===== src/rtl/cc_dbuf_pkg.sv =====
package cc_dbuf_pkg;

    localparam int unsigned LANES = 2;

    typedef enum logic [1:0] {
        ACT_NONE  = 2'b00,
        ACT_STAGE = 2'b01,
        ACT_COPY  = 2'b10,
        ACT_BOTH  = 2'b11
    } cc_act_e;

endpackage


===== src/rtl/cc_hs_ctrl.sv =====
module cc_hs_ctrl (
    input  logic clk_i,
    input  logic rst_ni,
    input  logic wr_i,
    input  logic frame_i,
    output logic stage_o,
    output logic copy_o,
    output logic busy_o
);
    import cc_dbuf_pkg::*;

    typedef struct packed {
        logic busy;
    } st_t;

    st_t     st_d, st_q;
    cc_act_e act;

    always_comb begin
        act = cc_act_e'({frame_i & st_q.busy, wr_i});
        st_d = st_q;
        unique case (act)
            ACT_STAGE: st_d.busy = 1'b1;
            ACT_COPY:  st_d.busy = 1'b0;
            ACT_BOTH:  st_d.busy = 1'b1;
            default:   st_d.busy = st_q.busy;
        endcase
    end

    always_ff @(posedge clk_i) begin
        if (!rst_ni) st_q <= '0;
        else         st_q <= st_d;
    end

    assign stage_o = act[0];
    assign copy_o  = act[1];
    assign busy_o  = st_q.busy;

    a_r2_write_sets_busy: assert property (@(posedge clk_i) disable iff (!rst_ni)
        wr_i |=> busy_o);
    a_r3_copy_clears_busy: assert property (@(posedge clk_i) disable iff (!rst_ni)
        (frame_i && !wr_i) |=> !busy_o);
    a_r9_busy_holds: assert property (@(posedge clk_i) disable iff (!rst_ni)
        (busy_o && !frame_i) |=> busy_o);
    a_r6_idle_frame: assert property (@(posedge clk_i) disable iff (!rst_ni)
        (!busy_o && frame_i) |-> !copy_o);
endmodule


===== src/rtl/cc_pair_reg.sv =====
module cc_pair_reg #(
    parameter int unsigned W = 16
) (
    input  logic                                     clk_i,
    input  logic                                     rst_ni,
    input  logic                                     load_i,
    input  logic [cc_dbuf_pkg::LANES-1:0][W-1:0]     d_i,
    output logic [cc_dbuf_pkg::LANES-1:0][W-1:0]     q_o
);
    import cc_dbuf_pkg::*;

    typedef struct packed {
        logic [LANES-1:0][W-1:0] word;
    } st_t;

    st_t st_d, st_q;

    for (genvar g = 0; g < LANES; g++) begin : g_lane
        always_comb begin
            st_d.word[g] = load_i ? d_i[g] : st_q.word[g];
        end
        assign q_o[g] = st_q.word[g];
    end

    always_ff @(posedge clk_i) begin
        if (!rst_ni) st_q <= '0;
        else         st_q <= st_d;
    end

    a_r4_hold_without_load: assert property (@(posedge clk_i) disable iff (!rst_ni)
        !load_i |=> $stable(q_o));
endmodule


===== src/rtl/cc_dbuf.sv =====
module cc_dbuf #(
    parameter int unsigned CTRL_W = 16
) (
    input  logic              clk_i,
    input  logic              rst_ni,
    input  logic              wr_i,
    input  logic [CTRL_W-1:0] ctrl_a_i,
    input  logic [CTRL_W-1:0] ctrl_b_i,
    input  logic              frame_i,
    output logic [CTRL_W-1:0] shadow_a_o,
    output logic [CTRL_W-1:0] shadow_b_o,
    output logic              busy_o
);
    import cc_dbuf_pkg::*;

    logic                         stage, copy;
    logic [LANES-1:0][CTRL_W-1:0] wr_pair, stage_q, shadow_q;

    assign wr_pair[0] = ctrl_a_i;
    assign wr_pair[1] = ctrl_b_i;

    cc_hs_ctrl u_ctrl (
        .clk_i   (clk_i),
        .rst_ni  (rst_ni),
        .wr_i    (wr_i),
        .frame_i (frame_i),
        .stage_o (stage),
        .copy_o  (copy),
        .busy_o  (busy_o)
    );

    cc_pair_reg #(.W(CTRL_W)) u_stage (
        .clk_i  (clk_i),
        .rst_ni (rst_ni),
        .load_i (stage),
        .d_i    (wr_pair),
        .q_o    (stage_q)
    );

    cc_pair_reg #(.W(CTRL_W)) u_shadow (
        .clk_i  (clk_i),
        .rst_ni (rst_ni),
        .load_i (copy),
        .d_i    (stage_q),
        .q_o    (shadow_q)
    );

    assign shadow_a_o = shadow_q[0];
    assign shadow_b_o = shadow_q[1];

    a_r1_pair_staged: assert property (@(posedge clk_i) disable iff (!rst_ni)
        wr_i |=> (stage_q[0] == $past(ctrl_a_i) && stage_q[1] == $past(ctrl_b_i)));
    a_r8_copy_takes_old_stage: assert property (@(posedge clk_i) disable iff (!rst_ni)
        (frame_i && busy_o) |=> (shadow_a_o == $past(stage_q[0]) && shadow_b_o == $past(stage_q[1])));
    a_r4_shadow_only_on_copy: assert property (@(posedge clk_i) disable iff (!rst_ni)
        !(frame_i && busy_o) |=> ($stable(shadow_a_o) && $stable(shadow_b_o)));
endmodule


===== config.mk =====
export PLATFORM = sky130hd
export DESIGN_NAME = cc_dbuf
export DESIGN_NICKNAME = d
export VERILOG_FILES = /design/src/rtl/cc_dbuf_pkg.sv /design/src/rtl/cc_hs_ctrl.sv /design/src/rtl/cc_pair_reg.sv /design/src/rtl/cc_dbuf.sv
export SDC_FILE = /design/constraint.sdc
export NUM_CORES = 1
export LEC_CHECK = 0
export BUFFER_PORTS_ARGS = -buffer_cell sky130_fd_sc_hd__buf_2
export CORE_MARGIN = 4
export CORE_UTILIZATION = 48
export CTS_CLUSTER_DIAMETER = 40
export DETAILED_ROUTE_END_ITERATION = 8
export PLACE_DENSITY = 0.73
export SLEW_MARGIN = 20
export SYNTH_ARGS = -nofsm -noshare
export SYNTH_HDL_FRONTEND = slang
export SYNTH_SLANG_ARGS = --single-unit

===== constraint.sdc =====
create_clock -name clk_i -period 1.1 [get_ports clk_i]
set_input_delay 0.055 -clock clk_i [delete_from_list [all_inputs] [get_ports clk_i]]
set_output_delay 0.055 -clock clk_i [all_outputs]
set_load 0.02 [all_outputs]

* Word level (Yosys, flattened, before mapping)
Cells that the tools add are included. W data, S select, Z words.
Storage, ports and cells: bits in registers 65, latch bits 0, ROM bits 0, output and inout port bits 33, bits in writable memories 0, bits of input ports 36, word-level logic and storage cells 12, memories kept 0
Cells by class: divide/modulo/power cells 0, $lt $le $gt $ge 0, reduce and logical (&&, ||, !) cells 2, muxes and demuxes 1, shifts and indexed selects 0, add/subtract/negate cells 0, equal/unequal tests 3, multipliers 0, bitwise gates (word level) 1
Operators with widths (number):
- $eq A2 B2 Y1 const B | 2
- $eq A2 B1 Y1 const B | 1
- $pmux W1 S2 | 1
- $reduce_bool A2 Y1 | 1
- $reduce_or A2 Y1 | 1
- $and A1 B1 Y1 | 1

* Logic depth before layout (Yosys ltp)
word-level depth 4, gate-level depth with buffers 5, mapped depth without buffers 2

* Modules after synthesis
From an unflattened synthesis, not the netlist that was laid out.
Unflattened totals: cell total of the unflattened synthesis 211, area, all modules 2536.2 µm²
Modules (own cells, without submodules):
- cc_pair_reg | cells each 103, times used 2, sequential area each 640.6 µm², area each 1243.7 µm²
- cc_hs_ctrl | cells each 5, times used 1, sequential area each 20.0 µm², area each 48.8 µm²

* Worst setup path after synthesis
Ideal clock, no wire load.
kind register to register, from register u_ctrl.st_q, in the netlist u_ctrl.busy_o, to register u_shadow.st_q, in the netlist u_shadow.q_o[0], stages on the path, launching flop included 5, required time 0.985 ns, library setup time 0.115 ns, path buffers 2, period minus slack after synthesis 1.110 ns, arrival time 0.995 ns, path slack -0.010 ns, path through dfxtp_1 -> buf_2 -> and2_4 -> buf_12 -> o21ai_2
Between the ends: longest elaborated chain between the ends 1
Ends and longest elaborated chain:
- start: declaration | RTL line cc_hs_ctrl.sv:16 | st_t st_d, st_q;
- start signal: assignment | RTL line cc_hs_ctrl.sv:32 | else st_q <= st_d;
- $and A1 B1 Y1 | RTL line cc_hs_ctrl.sv:20 | act = cc_act_e'({frame_i & st_q.busy, wr_i});
- end signal: assignment | RTL line cc_pair_reg.sv:27 | else st_q <= st_d;
- end: declaration | RTL line cc_pair_reg.sv:16 | st_t st_d, st_q;
Every way passes these cells. A chain may end at the register's enable or synchronous reset.

* Final worst setup path
from register u_ctrl.st_q, in the netlist u_ctrl.busy_o, to output port busy_o
RTL lines:
- end: declaration | RTL line cc_dbuf.sv:12 | output logic busy_o
No word-level cell between the ends.

==> results.yml <==
detailed_routing:
  routed_wl_mm: 5.566
  vias_per_cell: 5.019
  drtAntennaViolNets: 0
  wire_per_inst_um: 13.44
  first_pass_iters: 4
  drc: 0
  vias: 2078
  dr.first_iter.drc_count: 98
yosys:
  syn_avg_cell_area_um2: 10.61
  synthCells: 254
  synth-seq-cells: 65
  synth_nets: 290
  yosysWarnings: 0
  mappedNetlistArea_um2: 2694
  yosysSeqAreaShare_pct: 48.30
  ys_types: 14
floorplan:
  start_util_pct: 49.22
  dieArea_um2: 6875
  core_area_um2: 5473
  row_count: 27
  die_w_um: 82.92
  fp.dieH_um: 82.92
  ios: 69
min_path:
  hold_path_class: "primary input to flip-flop"
grt:
  overflow: 0
  antenna_found_initial: 0
  grt_first_pass_wirelength_mm: 9.660
  grt_pass1_vias: 2054
  track_usage_pct: 17.15
  grt_max_degree: 54
place:
  post-place-ws_ps: 175.3
  post-place-cells: 378
  gp_congestion: 0.6779
  dpl.hpwl_mm: 3.506
  port_buffers: 68
cts:
  clockRootBuffer: "clkbuf_8"
  numClockSinks: 65
  cts_tree: "done"
  h-tree-depth: 3
  clk_path_buf_depth: 2
  clk_latency_ps: 320
  cts.clk_slew.worst_paths_ps: 60
  postCtsSetupRepairBufs: 0
  cts_made_buffers: 9
finish:
  diodes: 0
  area_delta_synth_final_pct: 27.64
  final_nets: 376
  final_cells: 414
  drive_gt1_share_pct: 35.96
timing:
  finalSetupTns_ps: 0
  fin_skew_ps: 5.043
  period_needed_ps: 1038
  setup_viol: 0
  whs_ps: 4.200
  fin_ws_ps: 62.15
  rsz0062_at_grt: "no"
  hold_viol_final: 0
  fin_crit_sh_pct: 94.35
  slew_violations: 0
  fmax_ghz: 0.9635
  slew-limit-headroom_pct: 82.25
  worst_slew_pin_slew_ps: 266.2
critical_path:
  worstPathRequired_ps: 1040
  crit_fanout: 11
  worst_setup_path_end_kind: "primary output"
  crit_path_start_kind: "flip-flop"
  r2r_setup_slack_ps: 110
  worstSetupPathType: "flip-flop to primary output"
  worstPathArrival_ps: 980
power_and_ir_drop:
  leakagePower_nw: 1.516
  total_power_mw: 4.815
  peakVddDrop_v: 0.0009375
  powerDensity_nw_per_um2: 1400
outcome:
  status: "finished, final reports clean"
job:
  max-cap-violations: 0
==> final timing paths <==
path	from	endpoint	cells after the start
worst max-delay path	u_ctrl.busy_o	busy_o	2
worst min-delay path	ctrl_a_i[12]	u_stage.q_o[12]	3
worst min register to register	u_shadow.q_o[15]	u_shadow.q_o[15]	2
worst max register to register	u_ctrl.busy_o	u_shadow.q_o[31]	3
==> Yosys cell counts <==
master	number	area (µm²)
buf_4	1	7.510
mux2i_1	32	320.3
buf_6	6	67.56
buf_2	10	50.05
nor2b_1	33	206.5
clkbuf_1	3	11.26
o21a_1	1	7.510
nand2_1	32	120.1
dfxtp_1	65	1301
and2_4	1	8.760
o21ai_1	2	10.01
o21ai_2	30	262.8
buf_12	6	120.1
nand4_1	32	200.2
==> power breakdown <==
group	internal (mW)	switching, mW	total (mW)	leakage (nW)
combinational	0.281	0.274	0.555	0.897
sequential	2.45	0.0515	2.50	0.532
clock	0.967	0.793	1.76	0.0875
total	3.70	1.12	4.81	1.52
==> stage by stage <==
stage / utilization, % / instance area (µm²)
floorplan: - / 2695
global route: 62.83 / 3438
finish: 62.83 / 3438
global placement: 54.94 / 3007
detailed placement: 54.94 / 3007
CTS: 62.23 / 3406
==> cells in the final DEF, fill, tap and decap left out <==
cell type and count:
buf_2 67, o21a_1 1, clkbuf_16 1, and2_4 1, mux2i_1 32, nor2b_1 33
dfxtp_1 64, clkbuf_1 1, o21ai_2 30, buf_12 6, clkbuf_8 12, nand4_1 32
nand2_1 32, o21ai_1 2, buf_4 5, dlygate4sd3_1 22, dfxtp_4 1
==> routing by layer <==
metal | GRT usage [%] | vias up | wire, µm
met5 | 0 | - | 0
met4 | 6.389 | 0 | 91
met3 | 6.151 | 8 | 324
met2 | 27.48 | 57 | 2620
met1 | 21.11 | 958 | 2529
li1 | - | 1055 | -
==> flip-flops by register name, indices dropped and copies added (netlist names) <==
| signal | count |
|---|---|
| u_stage.q_o | 32 |
| u_shadow.q_o | 32 |
| u_ctrl.busy_o | 1 |
==> repair_timing <==
action	4_1_cts	5_1_grt
gates cloned	0	1
pin swaps	0	0
hold buffers	22	0
setup endpoints to repair	1	1
resized for setup	3	2
endpoints found under the hold margin	22	0
==> cells by family (layout without fill, tap and decap cells) <==
| logic type | Yosys count | in the layout | synth area share [%] |
|---|---|---|---|
| AND/OR/NAND/NOR | 98 | 98 | 19.88 |
| flip-flops | 65 | 65 | 48.30 |
| multiplexers | 32 | 32 | 11.89 |
| buffers and inverters | 26 | 114 | 9.522 |
| AO/OA/AOI/OAI | 33 | 33 | 10.40 |
==> critical path, cell delays in order, from the launching register on <==
cell	delay, ps
dfxtp_4	360
buf_12	140
buf_4	150
==> cell type report <==
| class | count | area (µm²) |
|---|---|---|
| fillers | 474 | 2034 |
| flip-flops and latches | 65 | 1305 |
| multi-input cells | 163 | 1136 |
| repair buffers | 101 | 738.2 |
| clock buffers | 13 | 168.9 |
| well taps | 72 | 90.09 |
Note: power is estimated with default switching activity, not from simulation.
